===== config.mk =====
export PLATFORM = sky130hd
export DESIGN_NAME = hbus_rd_port
export DESIGN_NICKNAME = d
export VERILOG_FILES = /design/src/rtl/hbus_pkg.sv /design/src/rtl/hbus_frame.sv /design/src/rtl/hbus_cnt_snap.sv /design/src/rtl/hbus_rd_mux.sv /design/src/rtl/hbus_rd_port.sv
export SDC_FILE = /design/constraint.sdc
export NUM_CORES = 1
export LEC_CHECK = 0
export BUFFER_PORTS_ARGS = -buffer_cell sky130_fd_sc_hd__clkbuf_2
export CAP_MARGIN = 20
export CORE_MARGIN = 3
export CORE_UTILIZATION = 36
export CTS_CLUSTER_SIZE = 16
export DETAILED_ROUTE_END_ITERATION = 7
export GPL_ROUTABILITY_DRIVEN = 0
export HOLD_SLACK_MARGIN = 0.1
export SETUP_SLACK_MARGIN = 0.15
export SYNTH_ARGS = -nofsm -noshare
export SYNTH_HDL_FRONTEND = slang
export SYNTH_SLANG_ARGS = --single-unit

===== constraint.sdc =====
create_clock -name clk -period 2.5 [get_ports clk]
set_input_delay 0.125 -clock clk [delete_from_list [all_inputs] [get_ports clk]]
set_output_delay 0.125 -clock clk [all_outputs]
set_load 0.1 [all_outputs]

===== src/rtl/hbus_pkg.sv =====
package hbus_pkg;
    localparam int DATA_W  = 32;
    localparam int HALF_W  = 16;
    localparam int ADDR_W  = 7;
    localparam int WIDX_W  = ADDR_W - 1;
    localparam int NUM_CNT = 2;
    localparam int CIDX_W  = (NUM_CNT > 1) ? $clog2(NUM_CNT) : 1;

    localparam logic [WIDX_W-1:0] WIDX_RXDATA   = 6'h00;
    localparam logic [WIDX_W-1:0] WIDX_RXSTAT   = 6'h10;
    localparam logic [WIDX_W-1:0] WIDX_STATUS   = 6'h14;
    localparam logic [WIDX_W-1:0] WIDX_CNT_BASE = 6'h18;

    typedef enum logic [2:0] {
        SEL_NONE,
        SEL_RXDATA,
        SEL_RXSTAT,
        SEL_STATUS,
        SEL_CNT
    } sel_kind_e;

    typedef struct packed {
        sel_kind_e           kind;
        logic [CIDX_W-1:0]   cidx;
        logic                upper;
    } sel_t;

    function automatic sel_t decode_addr(input logic [ADDR_W-1:0] a);
        sel_t s;
        logic [WIDX_W-1:0] w;
        w       = a[ADDR_W-1:1];
        s.kind  = SEL_NONE;
        s.cidx  = '0;
        s.upper = a[0];
        if (w == WIDX_RXDATA)
            s.kind = SEL_RXDATA;
        else if (w == WIDX_RXSTAT)
            s.kind = SEL_RXSTAT;
        else if (w == WIDX_STATUS)
            s.kind = SEL_STATUS;
        else if (w >= WIDX_CNT_BASE && w < WIDX_CNT_BASE + WIDX_W'(NUM_CNT)) begin
            s.kind = SEL_CNT;
            s.cidx = CIDX_W'(w - WIDX_CNT_BASE);
        end
        return s;
    endfunction

    function automatic logic [HALF_W-1:0] pick_half(input logic [DATA_W-1:0] w, input logic upper);
        return upper ? w[DATA_W-1:HALF_W] : w[HALF_W-1:0];
    endfunction
endpackage


===== src/rtl/hbus_frame.sv =====
module hbus_frame #(
    parameter int SYNC_STAGES = 2,
    parameter int MIN_ASSERT  = 4,
    parameter int MIN_GAP     = 2
) (
    input  logic clk,
    input  logic rst,
    input  logic cs_n,
    input  logic rd_n,
    output logic start_c,
    output logic end_c,
    output logic on_q,
    output logic long_ok
);
    localparam int GAP_W  = $clog2(MIN_GAP + 1);
    localparam int HOLD_W = $clog2(MIN_ASSERT + 1);

    logic [SYNC_STAGES-1:0] cs_sh, rd_sh;
    logic [GAP_W-1:0]       gap_cnt;
    logic [HOLD_W-1:0]      hold_cnt;
    logic                   both_low, gap_ok;

    always_ff @(posedge clk) begin
        if (rst) begin
            cs_sh <= '1;
            rd_sh <= '1;
        end else begin
            cs_sh <= {cs_sh[SYNC_STAGES-2:0], cs_n};
            rd_sh <= {rd_sh[SYNC_STAGES-2:0], rd_n};
        end
    end

    assign both_low = ~cs_sh[SYNC_STAGES-1] & ~rd_sh[SYNC_STAGES-1];
    assign gap_ok   = (gap_cnt >= GAP_W'(MIN_GAP));
    assign start_c  = ~on_q & both_low & gap_ok;
    assign end_c    = on_q & ~both_low;
    assign long_ok  = (hold_cnt >= HOLD_W'(MIN_ASSERT));

    always_ff @(posedge clk) begin
        if (rst) begin
            on_q     <= 1'b0;
            gap_cnt  <= '0;
            hold_cnt <= '0;
        end else begin
            if (start_c)
                on_q <= 1'b1;
            else if (end_c)
                on_q <= 1'b0;

            if (both_low)
                gap_cnt <= '0;
            else if (!gap_ok)
                gap_cnt <= gap_cnt + 1'b1;

            if (start_c)
                hold_cnt <= HOLD_W'(1);
            else if (on_q && both_low && !long_ok)
                hold_cnt <= hold_cnt + 1'b1;
        end
    end
endmodule


===== src/rtl/hbus_cnt_snap.sv =====
module hbus_cnt_snap
    import hbus_pkg::*;
#(
    parameter int N = NUM_CNT
) (
    input  logic                clk,
    input  logic                rst,
    input  logic [N*DATA_W-1:0] live,
    input  logic [N-1:0]        latch,
    output logic [N*DATA_W-1:0] snap
);
    for (genvar i = 0; i < N; i++) begin : g_cnt
        always_ff @(posedge clk) begin
            if (rst)
                snap[i*DATA_W +: DATA_W] <= '0;
            else if (latch[i])
                snap[i*DATA_W +: DATA_W] <= live[i*DATA_W +: DATA_W];
        end
    end
endmodule


===== src/rtl/hbus_rd_mux.sv =====
module hbus_rd_mux
    import hbus_pkg::*;
(
    input  sel_t                      sel,
    input  logic                      half,
    input  logic [DATA_W-1:0]         status_word,
    input  logic [DATA_W-1:0]         rx_data_head,
    input  logic [DATA_W-1:0]         rx_stat_head,
    input  logic [NUM_CNT*DATA_W-1:0] cnt_live,
    input  logic [NUM_CNT*DATA_W-1:0] cnt_snap,
    output logic [NUM_CNT-1:0]        latch_req,
    output logic [DATA_W-1:0]         word
);
    logic [DATA_W-1:0] full;

    always_comb begin
        latch_req = '0;
        full      = '0;
        case (sel.kind)
            SEL_RXDATA: full = rx_data_head;
            SEL_RXSTAT: full = rx_stat_head;
            SEL_STATUS: full = status_word;
            SEL_CNT: begin
                if (!half || !sel.upper) begin
                    latch_req[sel.cidx] = 1'b1;
                    full = cnt_live[sel.cidx*DATA_W +: DATA_W];
                end else begin
                    full = cnt_snap[sel.cidx*DATA_W +: DATA_W];
                end
            end
            default: full = '0;
        endcase
        word = half ? {{(DATA_W-HALF_W){1'b0}}, pick_half(full, sel.upper)} : full;
    end
endmodule


===== src/rtl/hbus_rd_port.sv =====
module hbus_rd_port
    import hbus_pkg::*;
#(
    parameter int SYNC_STAGES = 2,
    parameter int MIN_ASSERT  = 4,
    parameter int MIN_GAP     = 2
) (
    input  logic                      clk,
    input  logic                      rst,
    input  logic                      cs_n,
    input  logic                      rd_n,
    input  logic [ADDR_W-1:0]         addr,
    input  logic                      half_mode,
    input  logic [DATA_W-1:0]         status_word,
    input  logic [DATA_W-1:0]         rx_data_head,
    input  logic [DATA_W-1:0]         rx_stat_head,
    input  logic [NUM_CNT*DATA_W-1:0] cnt_live,
    output logic [DATA_W-1:0]         d_out,
    output logic                      d_oe_lo,
    output logic                      d_oe_hi,
    output logic                      rx_data_pop,
    output logic                      rx_stat_pop
);
    logic                      start_c, end_c, on_q, long_ok;
    sel_t                      dec_now;
    logic [NUM_CNT-1:0]        latch_req;
    logic [NUM_CNT*DATA_W-1:0] cnt_snap;
    logic [DATA_W-1:0]         mux_word, dout_q;
    sel_kind_e                 kind_q;
    logic                      upper_q, mode_q, pop_d_q, pop_s_q;
    logic                      sel_none;

    hbus_frame #(
        .SYNC_STAGES(SYNC_STAGES),
        .MIN_ASSERT (MIN_ASSERT),
        .MIN_GAP    (MIN_GAP)
    ) u_frame (
        .clk    (clk),
        .rst    (rst),
        .cs_n   (cs_n),
        .rd_n   (rd_n),
        .start_c(start_c),
        .end_c  (end_c),
        .on_q   (on_q),
        .long_ok(long_ok)
    );

    assign dec_now = decode_addr(addr);

    hbus_rd_mux u_mux (
        .sel         (dec_now),
        .half        (half_mode),
        .status_word (status_word),
        .rx_data_head(rx_data_head),
        .rx_stat_head(rx_stat_head),
        .cnt_live    (cnt_live),
        .cnt_snap    (cnt_snap),
        .latch_req   (latch_req),
        .word        (mux_word)
    );

    hbus_cnt_snap #(.N(NUM_CNT)) u_snap (
        .clk  (clk),
        .rst  (rst),
        .live (cnt_live),
        .latch(latch_req & {NUM_CNT{start_c}}),
        .snap (cnt_snap)
    );

    always_ff @(posedge clk) begin
        if (rst) begin
            kind_q  <= SEL_NONE;
            upper_q <= 1'b0;
            mode_q  <= 1'b0;
            dout_q  <= '0;
            pop_d_q <= 1'b0;
            pop_s_q <= 1'b0;
        end else begin
            pop_d_q <= 1'b0;
            pop_s_q <= 1'b0;
            if (start_c) begin
                kind_q  <= dec_now.kind;
                upper_q <= dec_now.upper;
                mode_q  <= half_mode;
                dout_q  <= mux_word;
            end
            if (end_c && long_ok && (!mode_q || upper_q)) begin
                pop_d_q <= (kind_q == SEL_RXDATA);
                pop_s_q <= (kind_q == SEL_RXSTAT);
            end
        end
    end

    assign sel_none    = (kind_q == SEL_NONE);
    assign d_out       = dout_q;
    assign d_oe_lo     = on_q;
    assign d_oe_hi     = on_q & ~mode_q;
    assign rx_data_pop = pop_d_q;
    assign rx_stat_pop = pop_s_q;
endmodule


==> impl_metrics.env <==
export IMPL_status="completed"
export IMPL_place_area_um2=7450
export IMPL_cts_sinks=112
export IMPL_layout_setup_ws_ps=502
export IMPL_yosysSeqAreaShare_pct=36.7
export IMPL_synth_edf_count=0
export IMPL_clock_latency_ps=360
export IMPL_grt_setup_unrepaired="no"
export IMPL_path_clk_slew_ps=70
export IMPL_ys_ff_latch=112
export IMPL_fin_setup_tns_ps=0
export IMPL_grt_max_degree=64
export IMPL_timing_rr_start="u_frame.gap_cnt[0]$_SDFFE_PP0P_"
export IMPL_critPathArrivalTime_ps=2280
export IMPL_grt_pass1_wl_um=34000
export IMPL_grt_pass1_vias=6018
export IMPL_syn2layout_area_growth_pct=37.9
export IMPL_leakage_nw=3.36
export IMPL_finalHoldViolCount=0
export IMPL_powerDensity_nw_per_um2=470
export IMPL_path_delay_family="simple AND/OR/NAND/NOR gates"
export IMPL_fill_cells=1609
export IMPL_syn_nets=881
export IMPL_core_um2=16200
export IMPL_initial_core_util_pct=37.6
export IMPL_multi_input_area_um2=3600
export IMPL_ant_nets=0
export IMPL_dieArea_um2=18600
export IMPL_min_delay_worst_endpoint="upper_q$_SDFFE_PP0P_"
export IMPL_max_cap_viol_count=0
export IMPL_hpwl_um=16700
export IMPL_syn_area_um2=6110
export IMPL_antenna_found_initial=1
export IMPL_htreeDepth=3
export IMPL_firstDrtPassIters=5
export IMPL_final_max_slew_viol_count=0
export IMPL_wl_um=22600
export IMPL_ys_flop_type="dfxtp_1"
export IMPL_r2r_cells=8
export IMPL_drive_above_1_share_pct=34.1
export IMPL_avgSynthCellArea_um2=8.65
export IMPL_synth_warning_count=0
export IMPL_path_buf_inv=2
export IMPL_numPortBuffers=207
export IMPL_timing_rr_end="u_snap.snap[7]$_SDFFE_PP0P_"
export IMPL_timing_fmax_mhz=501
export IMPL_wl_per_cell_um=19.1
export IMPL_fin_crit_ps=2000
export IMPL_cts_buffers=9
export IMPL_ir_drop_mv=0.411
export IMPL_crit_chain="inv_1, ha_1, or2_2, nand4b_1, or2_1, buf_12, nand2_1, a21oi_1"
export IMPL_synthArstFlopShare_pct=0
export IMPL_cts_tree="done"
export IMPL_timing_slew_headroom_pct=50.4
export IMPL_viasPerCell=5.25
export IMPL_clockRootBuffer="clkbuf_16"
export IMPL_worst_clock_skew_ps=8.98
export IMPL_cp_end_kind="flop"
export IMPL_grt_use_total_pct=23.9
export IMPL_ios=208
export IMPL_vias=6222
export IMPL_min_from="addr[0]"
export IMPL_cp_start_kind="flop"
export IMPL_final_util_pct=51.9
export IMPL_die_w_um=136
export IMPL_grt_overflow_total=0
export IMPL_drc=0
export IMPL_worstPathRequired_ps=2780
export IMPL_post_place_ws_ps=466
export IMPL_seq_area_um2=2240
export IMPL_rows=46
export IMPL_reg2reg_slack_ps=500
export IMPL_final_nets=1138
export IMPL_clockBufferDepth=2
export IMPL_stdcell_area_um2=8430
export IMPL_drtIter0Drc=523
export IMPL_path_max_fanout=27
export IMPL_critPathMaxStageDelay_ps=350
export IMPL_worstMarginPinSlew_ps=744
export IMPL_hold_slack_ps=141
export IMPL_synth_distinct_cells=60
export IMPL_whs_path_depth=3
export IMPL_fp_dieH_um=136
export IMPL_slowest_stage="dfxtp_1"
export IMPL_timing_final_crit_share_pct=79.9
export IMPL_worstSetupPathType="reg2reg"
export IMPL_hold_path_class="in2reg"
export IMPL_setup_violations=0
export IMPL_synth_cells=706
Yosys cell counts, types with 3 or more instances:
| library cell | count | area (um2) |
|---|---|---|
| nand3b_1 | 3 | 22.5 |
| nor4_1 | 3 | 18.8 |
| and3_4 | 9 | 101 |
| a22oi_1 | 3 | 22.5 |
| ha_1 | 3 | 37.5 |
| nand2b_1 | 4 | 25.0 |
| buf_4 | 3 | 22.5 |
| nand3_1 | 10 | 50.1 |
| a21boi_0 | 4 | 30.0 |
| a22o_1 | 3 | 26.3 |
| and2_1 | 5 | 31.3 |
| nor4_2 | 9 | 113 |
| inv_1 | 3 | 11.3 |
| buf_2 | 23 | 115 |
| mux2i_1 | 32 | 320 |
| a22oi_2 | 9 | 113 |
| o211a_1 | 3 | 30.0 |
| mux4_2 | 27 | 608 |
| o21ai_0 | 29 | 145 |
| o22ai_1 | 3 | 18.8 |
| clkbuf_1 | 29 | 109 |
| nor3_1 | 15 | 75.1 |
| nor2_1 | 24 | 90.1 |
| a222oi_1 | 3 | 30.0 |
| nand2_1 | 171 | 642 |
| or2_2 | 5 | 31.3 |
| a21oi_1 | 92 | 460 |
| dfxtp_1 | 112 | 2240 |
| o2bb2ai_1 | 12 | 105 |
| and3_1 | 5 | 31.3 |
| mux2_2 | 5 | 56.3 |
report_power, final:
group / leakage (nW) / switching [mW] / internal [mW]
Combinational: 2.30 / 0.326 / 0.329
Sequential: 0.903 / 0.0156 / 1.80
Clock: 0.148 / 0.668 / 0.815
layer usage:
metal / share of wire (%) / global-route usage (%)
met5: 0 / 0
met2: 47 / 39.3
met3: 7.4 / 4.48
met1: 44 / 32.4
met4: 1.8 / 6.38
logic make-up after synthesis:
kind of cell | count (synthesis) | share of synthesized area (%)
and+or+nand+nor | 283 | 23.1
AOI/OAI and AO/OA | 179 | 18.5
DFF | 112 | 36.7
muxes | 64 | 16.1
buffers and inverters | 63 | 4.77
adders and majority gates | 3 | 0.614
xor gates and xnor gates | 2 | 0.287
placed cells by master (no fill, tap or decap), drive strengths merged, types with 6 or more instances in the layout:
master,netlist,layout
buf,29,31
a21oi,92,92
nor2,24,24
nor3,17,17
dlygate4sd3,0,67
dfxtp,112,112
and3,14,14
nand2,172,172
nor4,12,12
mux4,27,27
o2bb2ai,12,12
or2,6,6
nand3,10,10
a22oi,12,12
o21ai,29,29
clkbuf,29,221
mux2i,32,32
worst register-to-register path: stages, from the launching register on:
cell and delay [ps]:
dfxtp_1 350, inv_1 50, ha_1 210, or2_2 310, nand4b_1 220, or2_1 310
buf_12 230, nand2_1 90, a21oi_1 160
metrics by stage:
step           total power, mW  std cells
6_report                  3.96       1185
5_1_grt                   4.10       1185
4_1_cts                   3.98       1184
3_5_place_dp              2.43       1101
3_3_place_gp              2.42       1101
2_1_floorplan             2.17        706
layout make-up:
| type | instances | share of cell area, % |
|---|---|---|
| sequential | 112 | 26.6 |
| clock inverter | 1 | 0.0891 |
| multi-input combinational | 531 | 42.8 |
| timing repair buffer | 304 | 23.6 |
| inverter | 5 | 0.223 |
| tap | 216 | 3.21 |
| antenna | 1 | 0.0297 |
| clock buffer | 15 | 3.53 |
worst max path at each step:
stage                                          startpoint                           to  slack [ps]  depth (start not counted)
after floorplan                 u_frame.on_q$_SDFFE_PP0P_                      d_oe_hi         360                          1
after global placement                          half_mode        d_out[7]$_SDFFE_PP0P_         490                          6
after detailed placement                        half_mode        d_out[7]$_SDFFE_PP0P_         470                          6
after CTS                 u_frame.gap_cnt[0]$_SDFFE_PP0P_  u_snap.snap[7]$_SDFFE_PP0P_         530                          8
after global routing      u_frame.gap_cnt[0]$_SDFFE_PP0P_  u_snap.snap[7]$_SDFFE_PP0P_         410                          8
final                     u_frame.gap_cnt[0]$_SDFFE_PP0P_  u_snap.snap[7]$_SDFFE_PP0P_         500                          8
registers in the layout, indices dropped and copies added (netlist names), 2 cells and up:
signal and cells:
u_snap.snap 63, u_frame.hold_cnt 3, d_out 32, u_frame.cs_sh 2, u_frame.rd_sh 2, u_frame.gap_cnt 2
kind_q 3
repair_timing:
item                       4_1_cts  5_1_grt
resized for setup                0        0
hold endpoints to repair        67        0
setup endpoints to repair        0        0
setup buffers                    0        0
hold buffers                    67        0
(Power assumes the default switching activity.)
